## src/rtl/crs_pkg.sv

```systemverilog
package crs_pkg;

  typedef enum logic [2:0] {
    S_IDLE    = 3'd0,
    S_PUSH_PC = 3'd1,
    S_PUSH_ST = 3'd2,
    S_POP_ST  = 3'd3,
    S_POP_PC  = 3'd4
  } seq_st_e;

  // bit positions inside the status word are relative to the flag width
  function automatic int unsigned mode_bit(input int unsigned fw);
    return fw;
  endfunction

  function automatic int unsigned ie_bit(input int unsigned fw);
    return fw + 1;
  endfunction

endpackage

```

## src/rtl/crs_sp.sv

```systemverilog
module crs_sp #(
  parameter int unsigned AW     = 16,
  parameter int unsigned SP_RST = 'h100
) (
  input  logic          clk,
  input  logic          rst_n,
  input  logic          push_done_i,
  input  logic          pop_done_i,
  output logic [AW-1:0] sp_o,
  output logic [AW-1:0] push_addr_o
);

  function automatic logic [AW-1:0] below(input logic [AW-1:0] a);
    return a - AW'(1);
  endfunction

  function automatic logic [AW-1:0] above(input logic [AW-1:0] a);
    return a + AW'(1);
  endfunction

  logic [AW-1:0] sp_q;

  always_ff @(posedge clk or negedge rst_n) begin
    if (!rst_n) begin
      sp_q <= AW'(SP_RST);
    end else if (push_done_i) begin
      sp_q <= below(sp_q);
    end else if (pop_done_i) begin
      sp_q <= above(sp_q);
    end
  end

  assign sp_o        = sp_q;
  assign push_addr_o = below(sp_q);

endmodule

```

## src/rtl/crs_status.sv

```systemverilog
module crs_status
  import crs_pkg::*;
#(
  parameter int unsigned FW = 4,
  localparam int unsigned SW = FW + 2
) (
  input  logic          clk,
  input  logic          rst_n,
  input  logic          flags_we_i,
  input  logic [FW-1:0] flags_i,
  input  logic          enter_i,
  input  logic          restore_i,
  input  logic [SW-1:0] restore_d_i,
  output logic [SW-1:0] stat_o
);

  localparam int unsigned MB = mode_bit(FW);
  localparam int unsigned EB = ie_bit(FW);

  function automatic logic [SW-1:0] reset_word();
    logic [SW-1:0] w;
    w     = '0;
    w[EB] = 1'b1;
    return w;
  endfunction

  function automatic logic [SW-1:0] entry_word(input logic [SW-1:0] s);
    logic [SW-1:0] w;
    w     = s;
    w[MB] = 1'b1;
    w[EB] = 1'b0;
    return w;
  endfunction

  logic [SW-1:0] stat_q;

  always_ff @(posedge clk or negedge rst_n) begin
    if (!rst_n) begin
      stat_q <= reset_word();
    end else if (restore_i) begin
      stat_q <= restore_d_i;
    end else if (enter_i) begin
      stat_q <= entry_word(stat_q);
    end else if (flags_we_i) begin
      stat_q[FW-1:0] <= flags_i;
    end
  end

  assign stat_o = stat_q;

endmodule

```

## src/rtl/crs_ctl.sv

```systemverilog
module crs_ctl
  import crs_pkg::*;
#(
  parameter int unsigned AW     = 16,
  parameter int unsigned SW     = 6,
  parameter int unsigned PC_RST = 0,
  parameter int unsigned VEC    = 'h8
) (
  input  logic          clk,
  input  logic          rst_n,
  input  logic          call_i,
  input  logic          ret_i,
  input  logic          iret_i,
  input  logic          step_i,
  input  logic          flags_we_i,
  input  logic          irq_i,
  input  logic [AW-1:0] tgt_i,
  input  logic [SW-1:0] stat_i,
  input  logic          ie_i,
  input  logic [AW-1:0] sp_i,
  input  logic [AW-1:0] push_addr_i,
  input  logic          mem_ack_i,
  input  logic [AW-1:0] mem_rdata_i,
  output logic [AW-1:0] pc_o,
  output logic          busy_o,
  output logic          mem_req_o,
  output logic          mem_we_o,
  output logic [AW-1:0] mem_addr_o,
  output logic [AW-1:0] mem_wdata_o,
  output logic          push_done_o,
  output logic          pop_done_o,
  output logic          restore_o,
  output logic [SW-1:0] restore_d_o,
  output logic          idle_o,
  output logic          acc_call_o,
  output logic          acc_ret_o,
  output logic          acc_iret_o,
  output logic          acc_step_o,
  output logic          acc_int_o
);

  function automatic logic [AW-1:0] next_seq(input logic [AW-1:0] a);
    return a + AW'(1);
  endfunction

  seq_st_e       st_q;
  logic [AW-1:0] pc_q;
  logic [AW-1:0] tgt_q;
  logic [AW-1:0] hold_q;
  logic [SW-1:0] sav_q;
  logic          is_int_q;
  logic [AW-1:0] sav_word;
  logic          mem_done;
  logic          any_ins;
  logic          pushing;

  // status word widened to one stack word
  generate
    if (AW > SW) begin : g_pad
      assign sav_word = {{(AW-SW){1'b0}}, sav_q};
    end else begin : g_fit
      assign sav_word = sav_q;
    end
  endgenerate

  // acceptance, fixed priority, interrupt only when no strobe is present
  assign idle_o     = (st_q == S_IDLE);
  assign any_ins    = call_i | ret_i | iret_i | step_i | flags_we_i;
  assign acc_call_o = idle_o & call_i;
  assign acc_ret_o  = idle_o & ret_i & ~call_i;
  assign acc_iret_o = idle_o & iret_i & ~call_i & ~ret_i;
  assign acc_step_o = idle_o & step_i & ~call_i & ~ret_i & ~iret_i;
  assign acc_int_o  = idle_o & irq_i & ie_i & ~any_ins;

  assign pushing     = (st_q == S_PUSH_PC) | (st_q == S_PUSH_ST);
  assign mem_req_o   = ~idle_o;
  assign mem_we_o    = pushing;
  assign mem_addr_o  = pushing ? push_addr_i : sp_i;
  assign mem_wdata_o = (st_q == S_PUSH_ST) ? sav_word : hold_q;
  assign mem_done    = mem_req_o & mem_ack_i;
  assign push_done_o = mem_done & pushing;
  assign pop_done_o  = mem_done & ~pushing;
  assign restore_o   = mem_done & (st_q == S_POP_ST);
  assign restore_d_o = mem_rdata_i[SW-1:0];
  assign busy_o      = ~idle_o;
  assign pc_o        = pc_q;

  always_ff @(posedge clk or negedge rst_n) begin
    if (!rst_n) begin
      st_q     <= S_IDLE;
      pc_q     <= AW'(PC_RST);
      tgt_q    <= '0;
      hold_q   <= '0;
      sav_q    <= '0;
      is_int_q <= 1'b0;
    end else begin
      unique case (st_q)
        S_IDLE: begin
          if (acc_call_o) begin
            tgt_q    <= tgt_i;
            hold_q   <= next_seq(pc_q);
            is_int_q <= 1'b0;
            st_q     <= S_PUSH_PC;
          end else if (acc_ret_o) begin
            st_q <= S_POP_PC;
          end else if (acc_iret_o) begin
            st_q <= S_POP_ST;
          end else if (acc_step_o) begin
            pc_q <= next_seq(pc_q);
          end else if (acc_int_o) begin
            hold_q   <= pc_q;
            sav_q    <= stat_i;
            is_int_q <= 1'b1;
            st_q     <= S_PUSH_PC;
          end
        end
        S_PUSH_PC: begin
          if (mem_done) begin
            if (is_int_q) begin
              st_q <= S_PUSH_ST;
            end else begin
              pc_q <= tgt_q;
              st_q <= S_IDLE;
            end
          end
        end
        S_PUSH_ST: begin
          if (mem_done) begin
            pc_q <= AW'(VEC);
            st_q <= S_IDLE;
          end
        end
        S_POP_ST: begin
          if (mem_done) begin
            st_q <= S_POP_PC;
          end
        end
        S_POP_PC: begin
          if (mem_done) begin
            pc_q <= mem_rdata_i;
            st_q <= S_IDLE;
          end
        end
        default: st_q <= S_IDLE;
      endcase
    end
  end

endmodule

```

## src/rtl/call_ret_seq.sv

```systemverilog
module call_ret_seq #(
  parameter int unsigned AW     = 16,
  parameter int unsigned FW     = 4,
  parameter int unsigned PC_RST = 0,
  parameter int unsigned SP_RST = 'h100,
  parameter int unsigned VEC    = 'h8,
  localparam int unsigned SW    = FW + 2
) (
  input  logic          clk,
  input  logic          rst_n,
  input  logic          call_i,
  input  logic          ret_i,
  input  logic          iret_i,
  input  logic          step_i,
  input  logic [AW-1:0] tgt_i,
  input  logic          flags_we_i,
  input  logic [FW-1:0] flags_i,
  input  logic          irq_i,
  output logic [AW-1:0] pc_o,
  output logic [AW-1:0] sp_o,
  output logic [SW-1:0] stat_o,
  output logic          busy_o,
  output logic          mem_req_o,
  output logic          mem_we_o,
  output logic [AW-1:0] mem_addr_o,
  output logic [AW-1:0] mem_wdata_o,
  input  logic [AW-1:0] mem_rdata_i,
  input  logic          mem_ack_i
);

  // named internal events, observed by the bound checker
  logic          push_done;
  logic          pop_done;
  logic          restore;
  logic [SW-1:0] restore_d;
  logic          idle;
  logic          acc_call;
  logic          acc_ret;
  logic          acc_iret;
  logic          acc_step;
  logic          acc_int;
  logic [AW-1:0] push_addr;
  logic          st_ie;
  logic          st_mode;

  assign st_ie   = stat_o[FW+1];
  assign st_mode = stat_o[FW];

  crs_sp #(
    .AW    (AW),
    .SP_RST(SP_RST)
  ) u_sp (
    .clk        (clk),
    .rst_n      (rst_n),
    .push_done_i(push_done),
    .pop_done_i (pop_done),
    .sp_o       (sp_o),
    .push_addr_o(push_addr)
  );

  crs_status #(
    .FW(FW)
  ) u_status (
    .clk        (clk),
    .rst_n      (rst_n),
    .flags_we_i (flags_we_i & idle),
    .flags_i    (flags_i),
    .enter_i    (acc_int),
    .restore_i  (restore),
    .restore_d_i(restore_d),
    .stat_o     (stat_o)
  );

  crs_ctl #(
    .AW    (AW),
    .SW    (SW),
    .PC_RST(PC_RST),
    .VEC   (VEC)
  ) u_ctl (
    .clk        (clk),
    .rst_n      (rst_n),
    .call_i     (call_i),
    .ret_i      (ret_i),
    .iret_i     (iret_i),
    .step_i     (step_i),
    .flags_we_i (flags_we_i),
    .irq_i      (irq_i),
    .tgt_i      (tgt_i),
    .stat_i     (stat_o),
    .ie_i       (st_ie),
    .sp_i       (sp_o),
    .push_addr_i(push_addr),
    .mem_ack_i  (mem_ack_i),
    .mem_rdata_i(mem_rdata_i),
    .pc_o       (pc_o),
    .busy_o     (busy_o),
    .mem_req_o  (mem_req_o),
    .mem_we_o   (mem_we_o),
    .mem_addr_o (mem_addr_o),
    .mem_wdata_o(mem_wdata_o),
    .push_done_o(push_done),
    .pop_done_o (pop_done),
    .restore_o  (restore),
    .restore_d_o(restore_d),
    .idle_o     (idle),
    .acc_call_o (acc_call),
    .acc_ret_o  (acc_ret),
    .acc_iret_o (acc_iret),
    .acc_step_o (acc_step),
    .acc_int_o  (acc_int)
  );

endmodule

```

## config.mk

```make
export PLATFORM = sky130hd
export DESIGN_NAME = call_ret_seq
export DESIGN_NICKNAME = d
export VERILOG_FILES = /design/src/rtl/crs_pkg.sv /design/src/rtl/crs_sp.sv /design/src/rtl/crs_status.sv /design/src/rtl/crs_ctl.sv /design/src/rtl/call_ret_seq.sv
export SDC_FILE = /design/constraint.sdc
export NUM_CORES = 1
export LEC_CHECK = 0
export CORE_UTILIZATION = 30
export CTS_BUF_LIST = sky130_fd_sc_hd__clkbuf_8
export CTS_CLUSTER_DIAMETER = 200
export DETAILED_ROUTE_END_ITERATION = 12
export PLACE_DENSITY = 0.6
export SYNTH_ARGS = -nofsm -noshare
export SYNTH_HDL_FRONTEND = slang
export SYNTH_SLANG_ARGS = --single-unit
```

## constraint.sdc

```tcl
create_clock -name clk -period 1.91 [get_ports clk]
set_input_delay 0.191 -clock clk [delete_from_list [all_inputs] [get_ports clk]]
set_output_delay 0.191 -clock clk [all_outputs]
set_load 0.01 [all_outputs]
```

==> flow_summary.yaml <==
run_status:
  outcome: "finished with violations"
  violations: "negative setup slack"
placed_design:
  gp_congestion: 0.889
  place_hpwl_mm: 11.1
  place_area_mm2: 0.00675
  dp_slack_ns: -0.480
  port_buffers: 117
global_route:
  grtUsageTotal_pct: 21.4
  grtUsageMet3_pct: 3.80
  grt_pass1_wl_mm: 27.4
  grt_util_met2_pct: 34.7
  grt-ovfl-total: 0
  grt_use_met1_pct: 28.5
  grt_pass1_vias: 5205
  grt_max_degree: 81
  antenna_found_initial: 0
  busiest_layer: "met2"
cts:
  clock_latency_ns: 0.36
  cts_tree: "yes"
  ctsLongestPathBuffers: 2
  clkTransAtPathRegs_ns: 0.08
  cts.sinks: 80
  htree_levels: 3
  numCtsBuffers: 9
  clock-root-buffer: "clkbuf_8"
timing:
  fmax_mhz: 416
  finalHoldViolations: 0
  worst_slack_ns: -0.496
  finalCritPeriodShare_pct: 126
  final_max_slew_viol_count: 0
  clock_skew_ns: 0.0108
  rsz0062_at_grt: "yes"
  tightest_slew_ns: 1.04
  finalCriticalPeriod_ns: 2.41
  slew-limit-headroom_pct: 29.8
  setup_viol: 113
detailed_routing:
  wl_mm: 18.2
  antenna_left: 0
  drc: 0
  drtPass1Iterations: 5
  viasPerCell: 5.17
  wire_per_inst_um: 17.8
  vias: 5284
  drtIter0Drc: 449
worst_setup_path:
  startpoint_type: "flip-flop"
  rr_startpoint: "u_ctl.st_q[1]"
  rr_endpoint: "u_ctl.pc_o[2]"
  cp.arrival_ns: 2.21
  reg2reg_depth: 14
  critical_path_class: "flip-flop to primary output"
  rrSetupSlack_ns: -0.47
  cp_max_fo: 4
  crit_required_ns: 1.72
  cp-end-kind: "primary output"
cells_and_area:
  antenna_cells: 0
  fin_nets: 857
  drive_gt1_share_pct: 44.7
  fin_area_mm2: 0.00875
  syn2layout_area_growth_pct: 84.0
logic_synthesis:
  syn_avg_cell_area_um2: 8.47
  ys_top_cells_by_area: "dfrtp_1 (41%), nand2_1 (6.7%), xnor2_1 (5.2%)"
  syn_area_mm2: 0.00475
  ys_ff_latch: 80
  synth_cell_types: 61
  synth-edff-count: 0
  yosysSeqAreaShare_pct: 42.2
  synth.most_common_cell: "nand2_1"
  synthFlopType: "dfrtp_1"
  yosysWarnings: 0
  synthCells: 561
  postSynth.asyncResetShare_pct: 100
  yosysTopAreaCellShare_pct: 41.1
  synth_commonest_cells: "nand2_1 (85), dfrtp_1 (78), nor2_1 (62)"
  syn-num-nets: 609
  yosys.area.top_type: "dfrtp_1"
die:
  rows: 45
  die_h_um: 128
  die_w_um: 128
  start_util_pct: 31.0
  dieArea_mm2: 0.0164
  io_pins: 118
  core_mm2: 0.0153
min_path:
  hp-start: "tgt_i[4]"
  min_path_cells: 3
  hold_path_end: "u_ctl.tgt_q[4]"
  worstHoldPathType: "input pin to flip-flop"
job:
  maxCapViolCount: 0
power_and_ir_drop:
  peakVddDrop_mv: 0.626
  leakage_nw: 3.84
  powerDensity_mw_per_mm2: 1670
-- stage by stage --
| stage | instances | hold slack, ns | util (%) | TNS [ns] | power, mW |
|---|---|---|---|---|---|
| floorplan | 561 | -0.105 | - | -0.0203 | 6.42 |
| global placement | 936 | 0.247 | 44.1 | -11.47 | 9.75 |
| detailed placement | 936 | 0.248 | 44.1 | -12.88 | 9.92 |
| CTS | 1001 | 0.351 | 51.7 | -11.74 | 12.9 |
| global route | 1023 | 0.368 | 57.1 | -41.34 | 15.4 |
| finish | 1023 | 0.358 | 57.1 | -33.76 | 14.6 |
-- what timing repair did --
| item | CTS | global route |
|---|---|---|
| setup buffers | 42 | 30 |
| pin swaps | 43 | 66 |
| resized for setup | 293 | 159 |
| gates cloned | 9 | 3 |
| setup endpoints to repair | 71 | 95 |
| hold endpoints to repair | 78 | 0 |
| hold buffers | 1 | 0 |
-- state kept, by name, summed over array words and instances (netlist names) --
name / count
u_ctl.pc_o: 16
u_ctl.hold_q: 16
u_ctl.is_int_q: 1
u_ctl.st_q: 3
u_ctl.sav_q: 6
u_ctl.tgt_q: 16
u_sp.sp_o: 16
u_status.stat_o: 6
-- worst max-delay path: stages (launching register included) --
cell and delay, ns:
dfrtp_2 0.43, buf_6 0.14, xnor2_4 0.15, or4_4 0.50, or3_4 0.35, a21o_1 0.16, buf_2 0.13
-- worst max-delay path by stage --
stage,to,cells after the start,from
after detailed placement,mem_addr_o[14],5,u_sp.sp_o[6]
after global routing,mem_addr_o[14],6,u_sp.sp_o[6]
after CTS,mem_addr_o[14],6,u_sp.sp_o[3]
after floorplan,mem_addr_o[6],6,u_sp.sp_o[0]
final,mem_addr_o[6],6,u_ctl.st_q[1]
after global placement,mem_addr_o[14],5,u_sp.sp_o[6]
-- placed cells by master, fill, tap and decap left out, types with 16 or more instances in the layout --
cell type	instances
buf_6	63
dfrtp_1	73
buf_4	83
buf_2	24
a21oi_2	18
clkdlybuf4s50_1	81
nand2_1	68
nor2_4	16
a21oi_1	20
nor2_1	38
-- logic make-up after synthesis --
| logic type | after synthesis | share of synthesized area (%) |
|---|---|---|
| xor+xnor | 45 | 8.29 |
| buf+inv | 54 | 4.61 |
| compound gates | 130 | 17.0 |
| fa+ha+maj | 3 | 0.790 |
| simple gates | 235 | 24.0 |
| mux | 14 | 3.21 |
| flops | 80 | 42.2 |
-- metal layers --
layer / up-vias / share of wire, %
li1: 2459 / -
met1: 2596 / 43
met2: 198 / 50
met3: 31 / 5.0
met4: 0 / 2.1
met5: - / 0
-- power by group --
| group | internal (mW) | total [mW] | switching, mW | leakage, nW |
|---|---|---|---|---|
| logic | 5.38 | 10.1 | 4.71 | 2.75 |
| registers | 2.46 | 3.10 | 0.640 | 0.985 |
| clock network | 0.753 | 1.37 | 0.619 | 0.108 |
| total | 8.59 | 14.6 | 5.97 | 3.84 |
-- cell type report --
| class | count | area [µm²] |
|---|---|---|
| multi-input combinational | 427 | 3350 |
| sequential | 80 | 2010 |
| inverter | 13 | 63.8 |
| fill | 1240 | 6570 |
| timing repair buffer | 278 | 2850 |
| clock buffer | 10 | 138 |
| clock inverter | 4 | 70.1 |
| tap | 211 | 264 |
No activity file was read; power rests on OpenSTA's default activity.
